$ cat src/rtl/card_ctl_pkg.sv
package card_ctl_pkg;

    localparam int          CTL_W      = 8;
    localparam logic [7:0]  CTL_OFFSET = 8'h91;

    // Byte layout, most significant field first
    typedef struct packed {
        logic       ring_en;   // bit 7, shared
        logic [3:0] spare;     // bits 6..3
        logic       aud_sel;   // bit 2
        logic       spk_en;    // bit 1
        logic       irq_flag;  // bit 0
    } ctl_byte_t;

    localparam ctl_byte_t CTL_RESET = '0;

    function automatic ctl_byte_t as_ctl(input logic [CTL_W-1:0] raw);
        return ctl_byte_t'(raw);
    endfunction

endpackage

$ cat src/rtl/card_fn_slice.sv
module card_fn_slice
    import card_ctl_pkg::*;
(
    input  logic      clk,
    input  logic      rst,
    input  logic      wr_hit,
    input  logic [6:0] wr_low,
    input  logic      irq_evt,
    output ctl_byte_t q
);
    logic [3:0] spare_r;
    logic       aud_r;
    logic       spk_r;
    logic       flag_r;
    logic       clr_req;

    assign clr_req = wr_hit & wr_low[0];

    always_ff @(posedge clk) begin
        if (rst) begin
            spare_r <= CTL_RESET.spare;
            aud_r   <= CTL_RESET.aud_sel;
            spk_r   <= CTL_RESET.spk_en;
            flag_r  <= CTL_RESET.irq_flag;
        end else begin
            if (wr_hit) begin
                spare_r <= wr_low[6:3];
                aud_r   <= wr_low[2];
                spk_r   <= wr_low[1];
            end
            // set has priority over write-one-clear
            if (irq_evt)
                flag_r <= 1'b1;
            else if (clr_req)
                flag_r <= 1'b0;
        end
    end

    always_comb begin
        q          = CTL_RESET;
        q.spare    = spare_r;
        q.aud_sel  = aud_r;
        q.spk_en   = spk_r;
        q.irq_flag = flag_r;
    end

endmodule

$ cat src/rtl/card_spk_combine.sv
module card_spk_combine #(
    parameter int N = 2
) (
    input  logic [N-1:0] spk_in,
    input  logic [N-1:0] enable,
    output logic         spk_out,
    output logic         spk_oe
);
    assign spk_oe  = |enable;
    assign spk_out = spk_oe & (^spk_in);
endmodule

$ cat src/rtl/card_aud_select.sv
module card_aud_select #(
    parameter int N  = 2,
    localparam int SW = (N > 1) ? $clog2(N) : 1
) (
    input  logic [N-1:0]  sel,
    input  logic [N-1:0]  audio_in,
    output logic          route_en,
    output logic [SW-1:0] route_src,
    output logic          route_data
);
    always_comb begin
        route_en  = 1'b0;
        route_src = '0;
        // scan downward so the lowest index is the final winner
        for (int i = N - 1; i >= 0; i--) begin
            if (sel[i]) begin
                route_en  = 1'b1;
                route_src = SW'(i);
            end
        end
    end

    assign route_data = route_en & audio_in[route_src];
endmodule

$ cat src/rtl/card_ctl_reg.sv
module card_ctl_reg
    import card_ctl_pkg::*;
#(
    parameter int         NUM_FN     = 2,
    parameter logic [7:0] CFG_OFFSET = CTL_OFFSET,
    localparam int        FN_W       = (NUM_FN > 1) ? $clog2(NUM_FN) : 1
) (
    input  logic              clk,
    input  logic              rst,
    input  logic [FN_W-1:0]   cfg_fn,
    input  logic [7:0]        cfg_addr,
    input  logic              cfg_wr,
    input  logic [CTL_W-1:0]  cfg_wdata,
    output logic [CTL_W-1:0]  cfg_rdata,
    input  logic [NUM_FN-1:0] sock_irq,
    input  logic [NUM_FN-1:0] spk_in,
    input  logic [NUM_FN-1:0] audio_in,
    output logic              ring_out_en,
    output logic              spk_out,
    output logic              spk_oe,
    output logic              aud_pin_en,
    output logic [FN_W-1:0]   aud_pin_src,
    output logic              aud_pin_data
);
    ctl_byte_t           fn_q [NUM_FN];
    logic [NUM_FN-1:0]   wr_hit;
    logic [NUM_FN-1:0]   flag_vec;
    logic [NUM_FN-1:0]   spk_vec;
    logic [NUM_FN-1:0]   aud_sel_vec;
    logic                addr_hit;
    logic                ring_r;
    ctl_byte_t           wbyte;
    ctl_byte_t           rbyte;

    assign addr_hit = (cfg_addr == CFG_OFFSET);
    assign wbyte    = as_ctl(cfg_wdata);

    for (genvar g = 0; g < NUM_FN; g++) begin : g_fn
        assign wr_hit[g] = cfg_wr & addr_hit & (cfg_fn == FN_W'(g));

        card_fn_slice u_slice (
            .clk     (clk),
            .rst     (rst),
            .wr_hit  (wr_hit[g]),
            .wr_low  (cfg_wdata[6:0]),
            .irq_evt (sock_irq[g]),
            .q       (fn_q[g])
        );

        assign flag_vec[g]    = fn_q[g].irq_flag;
        assign spk_vec[g]     = fn_q[g].spk_en;
        assign aud_sel_vec[g] = fn_q[g].aud_sel;
    end

    // Shared ring enable, owned by function 0 only
    always_ff @(posedge clk) begin
        if (rst)
            ring_r <= CTL_RESET.ring_en;
        else if (wr_hit[0])
            ring_r <= wbyte.ring_en;
    end

    always_comb begin
        rbyte = CTL_RESET;
        for (int i = 0; i < NUM_FN; i++) begin
            if (addr_hit && cfg_fn == FN_W'(i))
                rbyte = fn_q[i];
        end
        if (addr_hit && cfg_fn == '0)
            rbyte.ring_en = ring_r;
    end

    assign cfg_rdata   = rbyte;
    assign ring_out_en = ring_r;

    card_spk_combine #(.N(NUM_FN)) u_spk (
        .spk_in  (spk_in),
        .enable  (spk_vec),
        .spk_out (spk_out),
        .spk_oe  (spk_oe)
    );

    card_aud_select #(.N(NUM_FN)) u_aud (
        .sel        (aud_sel_vec),
        .audio_in   (audio_in),
        .route_en   (aud_pin_en),
        .route_src  (aud_pin_src),
        .route_data (aud_pin_data)
    );

endmodule

$ cat config.mk
export PLATFORM = sky130hd
export DESIGN_NAME = card_ctl_reg
export DESIGN_NICKNAME = d
export VERILOG_FILES = /design/src/rtl/card_ctl_pkg.sv /design/src/rtl/card_fn_slice.sv /design/src/rtl/card_spk_combine.sv /design/src/rtl/card_aud_select.sv /design/src/rtl/card_ctl_reg.sv
export SDC_FILE = /design/constraint.sdc
export NUM_CORES = 1
export LEC_CHECK = 0
export ABC_AREA = 1
export BUFFER_PORTS_ARGS = -buffer_cell sky130_fd_sc_hd__clkbuf_2
export CAP_MARGIN = 25
export CELL_PAD_IN_SITES_DETAIL_PLACEMENT = 2
export CELL_PAD_IN_SITES_GLOBAL_PLACEMENT = 2
export CORE_AREA = 2 2 64 66
export DETAILED_ROUTE_END_ITERATION = 6
export DIE_AREA = 0 0 66 68
export HOLD_SLACK_MARGIN = 0.15
export PLACE_DENSITY_LB_ADDON = 0.1
export REMOVE_ABC_BUFFERS = 1
export SLEW_MARGIN = 20
export SYNTH_ARGS = -nofsm -noshare
export SYNTH_HDL_FRONTEND = slang
export SYNTH_SLANG_ARGS = --single-unit
$ cat constraint.sdc
create_clock -name clk -period 1.2 [get_ports clk]
set_input_delay 0.06 -clock clk [delete_from_list [all_inputs] [get_ports clk]]
set_output_delay 0.06 -clock clk [all_outputs]
set_load 0.02 [all_outputs]
# After elaboration in Yosys (flattened, before gate mapping)
# Cells that the tools add are included.
[classes] muxes=12 order_cmp=1 n_bitwise=8 n_eq_ne=1 reduce_logical=6
[ops] op="$mux W7" count=2
[ops] op="$mux W1" count=10
[ops] op="$eq A8 B8 Y1 const B" count=1
[ops] op="$and A1 B1 Y1" count=7
[ops] op="$reduce_bool A2 Y1" count=2
[ops] op="$logic_and A1 B1 Y1" count=2
[ops] op="$lt A1 B2 Y1 const B" count=1
[ops] op="$reduce_or A2 Y1" count=1
[ops] op="$reduce_xor A2 Y1" count=1
[ops] op="$not A1 Y1" count=1
[totals] inputBits=26 reg_bits=15 elab_cells=37

# Logic depth before layout (Yosys ltp)
# Gate-level depths: netlist (run 1).
[logic_depth] ltp_word=6 ltp_mapped=8 depth_no_buf=8

# Cells and area by module
# From an unflattened synthesis (run 1), not the netlist that was laid out.
[hier_totals] hier_cells=147 area_unflattened_um2=909.6
[by_module_without_submodules] module="card_fn_slice" cells_per_inst=36 n_inst=2 area_per_inst_um2=274.0 seq_area_each_um2=140.1
[by_module_without_submodules] module="card_ctl_reg" cells_per_inst=63 n_inst=1 area_per_inst_um2=306.5 seq_area_each_um2=20.0
[by_module_without_submodules] module="card_aud_select" cells_per_inst=7 n_inst=1 area_per_inst_um2=32.5 seq_area_each_um2=0.0
[by_module_without_submodules] module="card_spk_combine" cells_per_inst=5 n_inst=1 area_per_inst_um2=22.5 seq_area_each_um2=0.0

# Least setup slack after synthesis (run 1)
# OpenSTA, ideal clock, no wires.
[synth_path] path_kind="input-to-output" startpoint="input port cfg_addr[3]" endpoint="output port cfg_rdata[7]" slack_ns=-0.007 path_buffers=0 stages=3 required_time_ns=1.140 t_arrival_ns=1.147 cell_sequence="nor4_4 > nand2_2 > nor3b_1"
[synth_via] elab_chain_cells=3
[synth_lines] element="start: declaration" line="card_ctl_reg.sv:11" rtl="input logic [7:0] cfg_addr,"
[synth_lines] element="$eq A8 B8 Y1" line="card_ctl_reg.sv:35" rtl="assign addr_hit = (cfg_addr == CFG_OFFSET);"
[synth_lines] element="$logic_and A1 B1 Y1" line="card_ctl_reg.sv:69" rtl="if (addr_hit && cfg_fn == '0)"
[synth_lines] element="$mux W1" line="card_ctl_reg.sv:69"
[synth_lines] element="end: declaration" line="card_ctl_reg.sv:14" rtl="output logic [CTL_W-1:0] cfg_rdata,"
# Every way passes these cells.

# Worst setup path after layout (run 1)
[layout_path] startpoint="input port cfg_addr[0]" endpoint="output port cfg_rdata[5]"
[layout_via] elab_chain_cells=4 elab_cells_between_ends=5 cone_classes="1 x eq/ne; 2 x mux; 2 x reduce/logical"
[layout_lines] element="$eq A8 B8 Y1 (*)" line="card_ctl_reg.sv:35"
[layout_lines] element="$logic_and A1 B1 Y1" line="card_ctl_reg.sv:66" rtl="if (addr_hit && cfg_fn == FN_W'(i))"
[layout_lines] element="$mux W7" line="card_ctl_reg.sv:66"
[layout_lines] element="$mux W7 (*)" line="card_ctl_reg.sv:66"
# Every way passes the cells marked *; elsewhere a longest branch is shown, timed or not.

==> flow_summary.yaml, run 1 <==
critical_path:
  arrival_ps: 1160
  required_ps: 1140
  timing.critical_path.to_type: "primary output"
  critical_path_peak_fanout: 7
  worst_setup_path_start_kind: "input port"
  path_class: "in -> out"
pwr:
  power.net_switching_mw: 0.281
  total_power_mw: 1.10
  power.sequential.fraction: 0.460
  vdd_ir_drop_max_mv: 0.312
  clock_power_share: 0.385
  combinational_share_of_power: 0.155
  internal_power_of_the_cells_mw: 0.822
  power.leakage_nw: 0.631
  power_per_cell_area_nw_per_um2: 795
  swShare: 0.255
place:
  place.detailed.hpwl_mm: 2.37
  placed_cells_incl_taps: 207
  place_worst_setup_slack_ps: -87.7
  placement.io_buffers: 39
  globalplace.congestion: 0.653
timing:
  post-route-period-util: 1.02
  period_needed_ps: 1220
  worst_setup_slack_final_ps: -21.7
  tightestPinTransition_ps: 260
  final-setup-viol-count: 3
  timing.clock.skew_ps: 0
  max_freq_mhz: 819
  holdWs_ps: 178
  rsz0062_at_grt: "true"
  timing_hold_violations_final: 0
  maxSlewViolCount: 0
  relSlewSlack: 0.825
floorplan:
  io_pins: 40
  die_h_um: 68
  core_outline_area_um2: 3860
  die_width_um: 66
  row_count: 23
  floorplan.initialDensity: 0.206
  fp.dieArea_um2: 4490
cts:
  ctsHtreeMaxLevel: 1
  clk_pin_slew_ps: 60
  cts-root-buf: "sky130_fd_sc_hd__clkbuf_8"
  clk_latency_ps: 250
  tritoncts: "yes"
  clockBufferDepth: 2
  clock-sinks: 15
  cts_inserted_buffers: 3
detailed_routing:
  dr_total_vias: 1017
  antenna_violating_nets_post_route: 0
  drt_first_pass_iters: 4
  drt_drc_violations_left: 0
  wirelength_mm: 3.26
  viasPerCell: 4.54
  post_drt_wl_per_cell_um: 14.6
  dr.first_iter.drc_count: 20
global_route:
  met3_usage: 0.0280
  via_count_of_the_first_global_routing_pass: 1104
  top_usage_layer: "met2"
  grt_overflow_total: 0
  maximum_number_of_pins_on_one_net_before_global_route_repair: 14
  grt_antenna_before_repair: 0
  grt_first_pass_wirelength_mm: 5.30
  track_usage: 0.160
  global_route.usage.met1: 0.177
  grt_use_met2: 0.303
layout:
  final_layout_size_suffix_gt1_frac: 0.425
  final_cells: 224
  nNetsFinal: 201
  final_util: 0.360
  insertedDiodeCount: 0
  area_delta_synth_final_pct: 74.5
synth:
  synthCells: 115
  ys_types: 22
  synth.yosys.seq_area_share: 0.378
  syn_avg_cell_area_um2: 6.91
  synth_seq_cells: 15
  synth_cell_area_um2: 795
  synthesis.yosys.warnings: 0
outcome:
  violations_in_the_final_reports: "setup timing"
  outcome: "finished with violations"
job:
  max_cap_violations: 0
min_path:
  hold_path.class: "in -> reg"
-- repair_timing --
action / in CTS / in global routing
resized for setup: 15 / 26
setup endpoints to repair: 7 / 19
endpoints found under the hold margin: 15 / 0
pin swaps: 3 / 11
setup buffers: 1 / 3
hold buffers: 10 / 0
-- state kept, by name, indices dropped and copies added, names as in the netlist --
name,flops
g_fn.u_slice.spk_r,2
ring_out_en,1
g_fn.u_slice.spare_r,8
g_fn.u_slice.aud_r,2
g_fn.u_slice.flag_r,2
-- worst max-delay path, cell delays in order --
cell	delay [ps]
sky130_fd_sc_hd__buf_6	70
sky130_fd_sc_hd__inv_4	30
sky130_fd_sc_hd__nor4_4	310
sky130_fd_sc_hd__nand2_2	110
sky130_fd_sc_hd__nor2_4	260
sky130_fd_sc_hd__nand2_1	90
sky130_fd_sc_hd__nand2_1	80
sky130_fd_sc_hd__clkbuf_8	140
-- path summary, 6_finish.rpt --
kind	startpoint	end	slack (ps)	cells after the start
max	cfg_addr[0]	cfg_rdata[5]	-20	8
min	cfg_wdata[0]	g_fn[0].u_slice.flag_r	180	4
max reg2reg	g_fn[0].u_slice.aud_r	g_fn[0].u_slice.aud_r	540	2
min reg2reg	g_fn[1].u_slice.spare_r[0]	g_fn[1].u_slice.spare_r[0]	490	2
-- per-stage QoR --
stage,instance area (um^2),TNS (ps)
finish,1390,-29.5
floorplan,787,-6.58
global placement,1080,-350
detailed placement,1080,-930
CTS,1290,-179
global route,1390,-948
-- cells in the mapped netlist --
cell type	number	area share
sky130_fd_sc_hd__xnor2_1	1	0.011
sky130_fd_sc_hd__dfxtp_1	15	0.38
sky130_fd_sc_hd__a22o_1	1	0.011
sky130_fd_sc_hd__clkbuf_1	1	0.0047
sky130_fd_sc_hd__o21ai_0	7	0.044
sky130_fd_sc_hd__nand2_2	1	0.0079
sky130_fd_sc_hd__nand4_1	9	0.071
sky130_fd_sc_hd__nor3b_1	1	0.0095
sky130_fd_sc_hd__inv_1	9	0.043
sky130_fd_sc_hd__a21oi_1	2	0.013
sky130_fd_sc_hd__nor2_2	1	0.0079
sky130_fd_sc_hd__nand2_1	19	0.090
sky130_fd_sc_hd__or2_2	1	0.0079
sky130_fd_sc_hd__buf_1	1	0.0047
sky130_fd_sc_hd__clkinv_2	1	0.0063
sky130_fd_sc_hd__nor2_1	32	0.15
sky130_fd_sc_hd__nor2_4	1	0.014
sky130_fd_sc_hd__nor4_4	2	0.054
sky130_fd_sc_hd__inv_2	1	0.0047
sky130_fd_sc_hd__nand3_2	2	0.025
sky130_fd_sc_hd__clkinv_1	1	0.0047
sky130_fd_sc_hd__o21ai_1	6	0.038
-- power by group through the flow --
stage / clock, mW / sequential [mW] / combinational, mW
after floorplan: 0 / 0.516 / 0.0406
after CTS: 0.436 / 0.506 / 0.153
after detailed placement: 0 / 0.517 / 0.126
after global placement: 0 / 0.517 / 0.122
final: 0.424 / 0.507 / 0.171
after global routing: 0.468 / 0.507 / 0.190
-- routing by layer --
layer	part of all wire	vias up
met1	0.41	486
met3	0.059	5
met5	0	-
met4	0.018	0
met2	0.51	33
li1	-	493
-- area by class of cell --
cell class              count  area (um^2)
multi-input cells          86          483
repair buffers             57          440
clock buffers               3         41.3
fillers                   464         2470
inverters                  12         52.6
well taps                  50         62.6
clock inverters             1         5.00
flip-flops and latches     15          302
-- cell usage in the layout, fill, tap and decap left out, drive strengths merged --
cell type and instances:
a21oi 2, nor4 2, xnor2 1, clkinvlp 1
dfxtp 15, or2 1, nand4 9, nand3 2
nor2 34, clkinv 2, inv 10, o21ai 13
buf 15, dlygate4sd3 10, clkbuf 35, nand2 20
a22o 1, nor3b 1
-- logic make-up after synthesis --
group	Yosys count	synth area share
buffers and inverters	14	0.0677
AOI/OAI and AO/OA	16	0.106
and+or+nand+nor	69	0.438
DFF	15	0.378
xor gates and xnor gates	1	0.0110
No activity file was read; power rests on OpenSTA's default activity.
==> inputs of run 2 (changes only) <==
==> constraint.sdc (replaced) <==
create_clock -name clk -period 1.2 [get_ports clk]
set_input_delay 0.06 -clock clk [delete_from_list [all_inputs] [get_ports clk]]
set_output_delay 0.06 -clock clk [all_outputs]
set_load 0.1 [all_outputs]
==> flow_summary.yaml, run 2 (synthesis gave the netlist of run 1 again) <==
floorplan:
  row_count: 23
  die_h_um: 68
  floorplan.initialDensity: 0.206
  io_pins: 40
  core_outline_area_um2: 3860
  fp.dieArea_um2: 4490
  die_width_um: 66
min_path:
  hold_path.class: "in -> reg"
cts:
  cts-root-buf: "sky130_fd_sc_hd__clkbuf_8"
  tritoncts: "yes"
  clockBufferDepth: 2
  cts_inserted_buffers: 3
  clk_latency_ps: 250
  clk_pin_slew_ps: 60
  ctsHtreeMaxLevel: 1
  clock-sinks: 15
layout:
  final_util: 0.385
  final_layout_size_suffix_gt1_frac: 0.421
  final_cells: 221
  insertedDiodeCount: 0
  layout_common_cells: "sky130_fd_sc_hd__nor2_1, sky130_fd_sc_hd__clkbuf_2, sky130_fd_sc_hd__dfxtp_1, sky130_fd_sc_hd__buf_12"
  largest_reg_flops: 8
  max_flop_register: "g_fn.u_slice.spare_r"
  layout_commonest_cell: "sky130_fd_sc_hd__nor2_1"
  nNetsFinal: 198
  area_delta_synth_final_pct: 87.1
job:
  max_cap_violations: 0
pwr:
  power_per_cell_area_nw_per_um2: 730
  power.leakage_nw: 0.639
  vdd_ir_drop_max_mv: 0.392
critical_path:
  timing.critical_path.to_type: "primary output"
  critical_path_peak_fanout: 7
  path_class: "in -> out"
  critical_path.most_common_cell: "sky130_fd_sc_hd__nand2_2"
  required_ps: 1140
  arrival_ps: 1170
  worst_setup_path_start_kind: "input port"
  timing.critical_path.slowest_cell_delay_ps: 290
  crit_path_cell_trace: "clkbuf_2, nor4_4, nand2_2, nor2_4, nand2_1, nand2_2, buf_12"
  critical-path-slowest-cell: "sky130_fd_sc_hd__nor4_4"
timing:
  maxSlewViolCount: 0
  period_needed_ps: 1230
  timing_hold_violations_final: 0
  worst_setup_slack_final_ps: -31.7
  tightestPinTransition_ps: 277
  post-route-period-util: 1.03
  rsz0062_at_grt: "true"
  max_freq_mhz: 812
  setup_total_negative_slack_ps: -158
  final-setup-viol-count: 7
  timing.clock.skew_ps: 0
  holdWs_ps: 175
  relSlewSlack: 0.817
global_route:
  grt_antenna_before_repair: 0
  maximum_number_of_pins_on_one_net_before_global_route_repair: 14
  via_count_of_the_first_global_routing_pass: 1066
  grt_first_pass_wirelength_mm: 5.03
  track_usage: 0.150
  grt_overflow_total: 0
detailed_routing:
  post_drt_wl_per_cell_um: 14.4
  viasPerCell: 4.44
  dr_total_vias: 981
  drt_first_pass_iters: 4
  dr.first_iter.drc_count: 14
  antenna_violating_nets_post_route: 0
  drt_drc_violations_left: 0
  wirelength_mm: 3.18
outcome:
  violations_in_the_final_reports: "setup timing"
  outcome: "finished with violations"
place:
  placed_cells_incl_taps: 207
  placement.io_buffers: 39
  globalplace.congestion: 0.680
  place.detailed.hpwl_mm: 2.35
  place_worst_setup_slack_ps: -101
-- run 2: timing repair --
action / CTS / global route
buffers inserted: 0 / 1
gates resized for setup: 10 / 16
endpoints found under the hold margin: 15 / 0
setup endpoints to repair: 9 / 19
hold buffers: 10 / 0
pin swaps: 1 / 7
-- run 2: area by class of cell --
cell class	count	area [um^2]
clock buffer	4	45.0
timing repair buffer	54	553
multi-input combinational	86	473
fill	448	2370
tap	50	62.6
sequential	15	303
inverter	12	50.0
-- run 2: where the power goes --
| part | switching (mW) | internal (mW) |
|---|---|---|
| combinational | 0.0772 | 0.0814 |
| clock | 0.184 | 0.235 |
| sequential | 0.00318 | 0.503 |
| total | 0.265 | 0.820 |
-- run 2: path summary, 6_finish.rpt --
kind	start	end	slack, ps	cells after the start
min	cfg_wdata[0]	g_fn[0].u_slice.flag_r	170	4
min reg2reg	g_fn[0].u_slice.flag_r	g_fn[0].u_slice.flag_r	470	2
max	cfg_addr[5]	cfg_rdata[4]	-30	7
max reg2reg	g_fn[1].u_slice.flag_r	g_fn[1].u_slice.flag_r	580	2
-- run 2: layer usage --
layer  global-route usage  share of wire  routed length, um  vias up
li1                     -              -                  -      487
met1                0.165           0.40               1270      466
met2                0.292           0.55               1740       26
met3               0.0230          0.048                152        2
met4               0.0536         0.0060                 19        0
met5                    0              0                  0        -
-- run 2: per-stage QoR --
stage	total power, mW	area [um^2]
2_1_floorplan	0.559	787
6_report	1.08	1490
5_1_grt	1.14	1490
4_1_cts	1.10	1450
3_5_place_dp	0.642	1280
3_3_place_gp	0.636	1280
-- run 2: critical path, delay by kind of cell --
| family | cells | cell delay [ps] |
|---|---|---|
| AND/OR/NAND/NOR | 5 | 820 |
| buffers and inverters | 2 | 290 |
==> inputs of run 3 (changes only) <==
--- a/config.mk
+++ b/config.mk
@@ -15,7 +15,7 @@
 export DIE_AREA = 0 0 66 68
 export HOLD_SLACK_MARGIN = 0.15
 export PLACE_DENSITY_LB_ADDON = 0.1
-export REMOVE_ABC_BUFFERS = 1
+export SKIP_LAST_GASP = 1
 export SLEW_MARGIN = 20
 export SYNTH_ARGS = -nofsm -noshare
 export SYNTH_HDL_FRONTEND = slang
==> flow_summary.yaml, run 3 (synthesis gave the netlist of run 1 again) <==
pwr:
  vdd_ir_drop_max_mv: 0.374
  power.leakage_nw: 0.678
  power_per_cell_area_nw_per_um2: 695
critical_path:
  critical_path.most_common_cell: "sky130_fd_sc_hd__nand2_2"
  timing.critical_path.max_delay_family: "simple AND/OR/NAND/NOR gates"
  crit_path_cell_trace: "buf_6, inv_4, nor4_4, nand2_2, nor2_4, nand2_2, nand2_4, buf_12"
  critical_path_peak_fanout: 7
  required_ps: 1140
  timing.critical_path.slowest_cell_delay_ps: 320
  rr_worst_depth: 2
  timing.critical_path.to_type: "primary output"
  arrival_ps: 1230
  worst-path-buf-inv: 3
  r2r_setup_slack_ps: 540
  critical-path-slowest-cell: "sky130_fd_sc_hd__nor4_4"
  path_class: "in -> out"
  worst_setup_path_start_kind: "input port"
  r2r_end: "g_fn[0].u_slice.flag_r"
  r2r_start: "g_fn[0].u_slice.flag_r"
detailed_routing:
  drt_first_pass_iters: 4
  dr_total_vias: 989
  antenna_violating_nets_post_route: 0
  wirelength_mm: 3.09
  drt_drc_violations_left: 0
  dr.first_iter.drc_count: 16
  viasPerCell: 4.45
  post_drt_wl_per_cell_um: 13.9
place:
  place_worst_setup_slack_ps: -116
  placed_cells_incl_taps: 206
  placement.io_buffers: 39
  place.detailed.hpwl_mm: 2.43
  globalplace.congestion: 0.739
outcome:
  outcome: "finished with violations"
  violations_in_the_final_reports: "setup timing"
floorplan:
  fp.dieArea_um2: 4490
  floorplan.initialDensity: 0.206
  row_count: 23
  io_pins: 40
  core_outline_area_um2: 3860
  die_h_um: 68
  die_width_um: 66
layout:
  multiInputGateArea_um2: 548
  final_util: 0.409
  area_delta_synth_final_pct: 98.7
  final_layout_size_suffix_gt1_frac: 0.494
  nNetsFinal: 199
  layout_common_cells: "sky130_fd_sc_hd__nor2_1, sky130_fd_sc_hd__clkbuf_2, sky130_fd_sc_hd__buf_12"
  largest_reg_flops: 8
  final-seq-area_um2: 307
  final_cells: 222
  nFillCells: 433
  layout_commonest_cell: "sky130_fd_sc_hd__nor2_1"
  insertedDiodeCount: 0
  max_flop_register: "g_fn.u_slice.spare_r"
job:
  max_cap_violations: 0
timing:
  maxSlewViolCount: 0
  final-setup-viol-count: 8
  rsz0062_at_grt: "true"
  holdWs_ps: 169
  post-route-period-util: 1.08
  period_needed_ps: 1290
  tightestPinTransition_ps: 278
  relSlewSlack: 0.813
  setup_total_negative_slack_ps: -669
  worst_setup_slack_final_ps: -94.3
  max_freq_mhz: 773
  timing_hold_violations_final: 0
  timing.clock.skew_ps: 0
min_path:
  hold-path-cell-count: 4
  hp-start: "cfg_wdata[0]"
  hold_path.class: "in -> reg"
  timing.hold.worst_endpoint: "g_fn[1].u_slice.flag_r"
cts:
  clk_latency_ps: 250
  cts-root-buf: "sky130_fd_sc_hd__clkbuf_8"
  clock-sinks: 15
  cts_inserted_buffers: 3
  clockBufferDepth: 2
  clk_pin_slew_ps: 60
  ctsHtreeMaxLevel: 1
  tritoncts: "yes"
global_route:
  grt_overflow_total: 0
  grt_antenna_before_repair: 0
  via_count_of_the_first_global_routing_pass: 1018
  track_usage: 0.140
  maximum_number_of_pins_on_one_net_before_global_route_repair: 14
  grt_first_pass_wirelength_mm: 4.70
synth:
  synth_nets: 141
run 3: stage by stage:
stage          cell area [um^2]  total power, mW
4_1_cts                    1530             1.10
3_5_place_dp               1380            0.650
3_3_place_gp               1380            0.642
6_report                   1580             1.10
5_1_grt                    1580             1.14
2_1_floorplan               887            0.566
run 3: layer usage:
metal / GRT usage / vias to the layer above / routed length, um
met5: 0 / - / 0
met4: 0.0383 / 0 / 19
met3: 0.0247 / 2 / 138
met1: 0.153 / 472 / 1170
met2: 0.278 / 23 / 1770
li1: - / 492 / -
run 3: cell type report:
class                      instances  area share
clock buffer                       3      0.0261
clock inverter                     1     0.00317
inverter                          12      0.0333
multi-input combinational         86       0.347
sequential                        15       0.194
tap                               50      0.0396
timing repair buffer              55       0.357
run 3: worst max path at each step:
stage | slack, ps | depth (start not counted) | endpoint | start
finish | -90 | 8 | cfg_rdata[5] | cfg_addr[0]
global route | -180 | 8 | cfg_rdata[5] | cfg_addr[0]
CTS | -120 | 7 | cfg_rdata[4] | cfg_addr[3]
detailed placement | -120 | 7 | cfg_rdata[4] | cfg_addr[3]
global placement | -50 | 7 | cfg_rdata[4] | cfg_addr[3]
floorplan | -340 | 3 | cfg_rdata[7] | cfg_addr[3]
run 3: worst min-delay path: stages:
cell and delay, ps:
sky130_fd_sc_hd__clkbuf_2 90, sky130_fd_sc_hd__nand4_1 90, sky130_fd_sc_hd__nand2_1 70, sky130_fd_sc_hd__a21oi_1 50
run 3: report_power, final:
group / internal, mW / switching, mW / total [mW] / leakage [nW]
registers: 0.501 / 0.00417 / 0.505 / 0.123
logic: 0.0846 / 0.0831 / 0.168 / 0.530
clock network: 0.230 / 0.194 / 0.424 / 0.0255
total: 0.815 / 0.281 / 1.10 / 0.678
run 3: what timing repair did:
action	in CTS	in global routing
resized for setup	1	15
setup endpoints to repair	10	11
hold endpoints to repair	15	0
hold buffers	10	0
buffers inserted	1	1
gates cloned	0	0
pin swaps	2	15
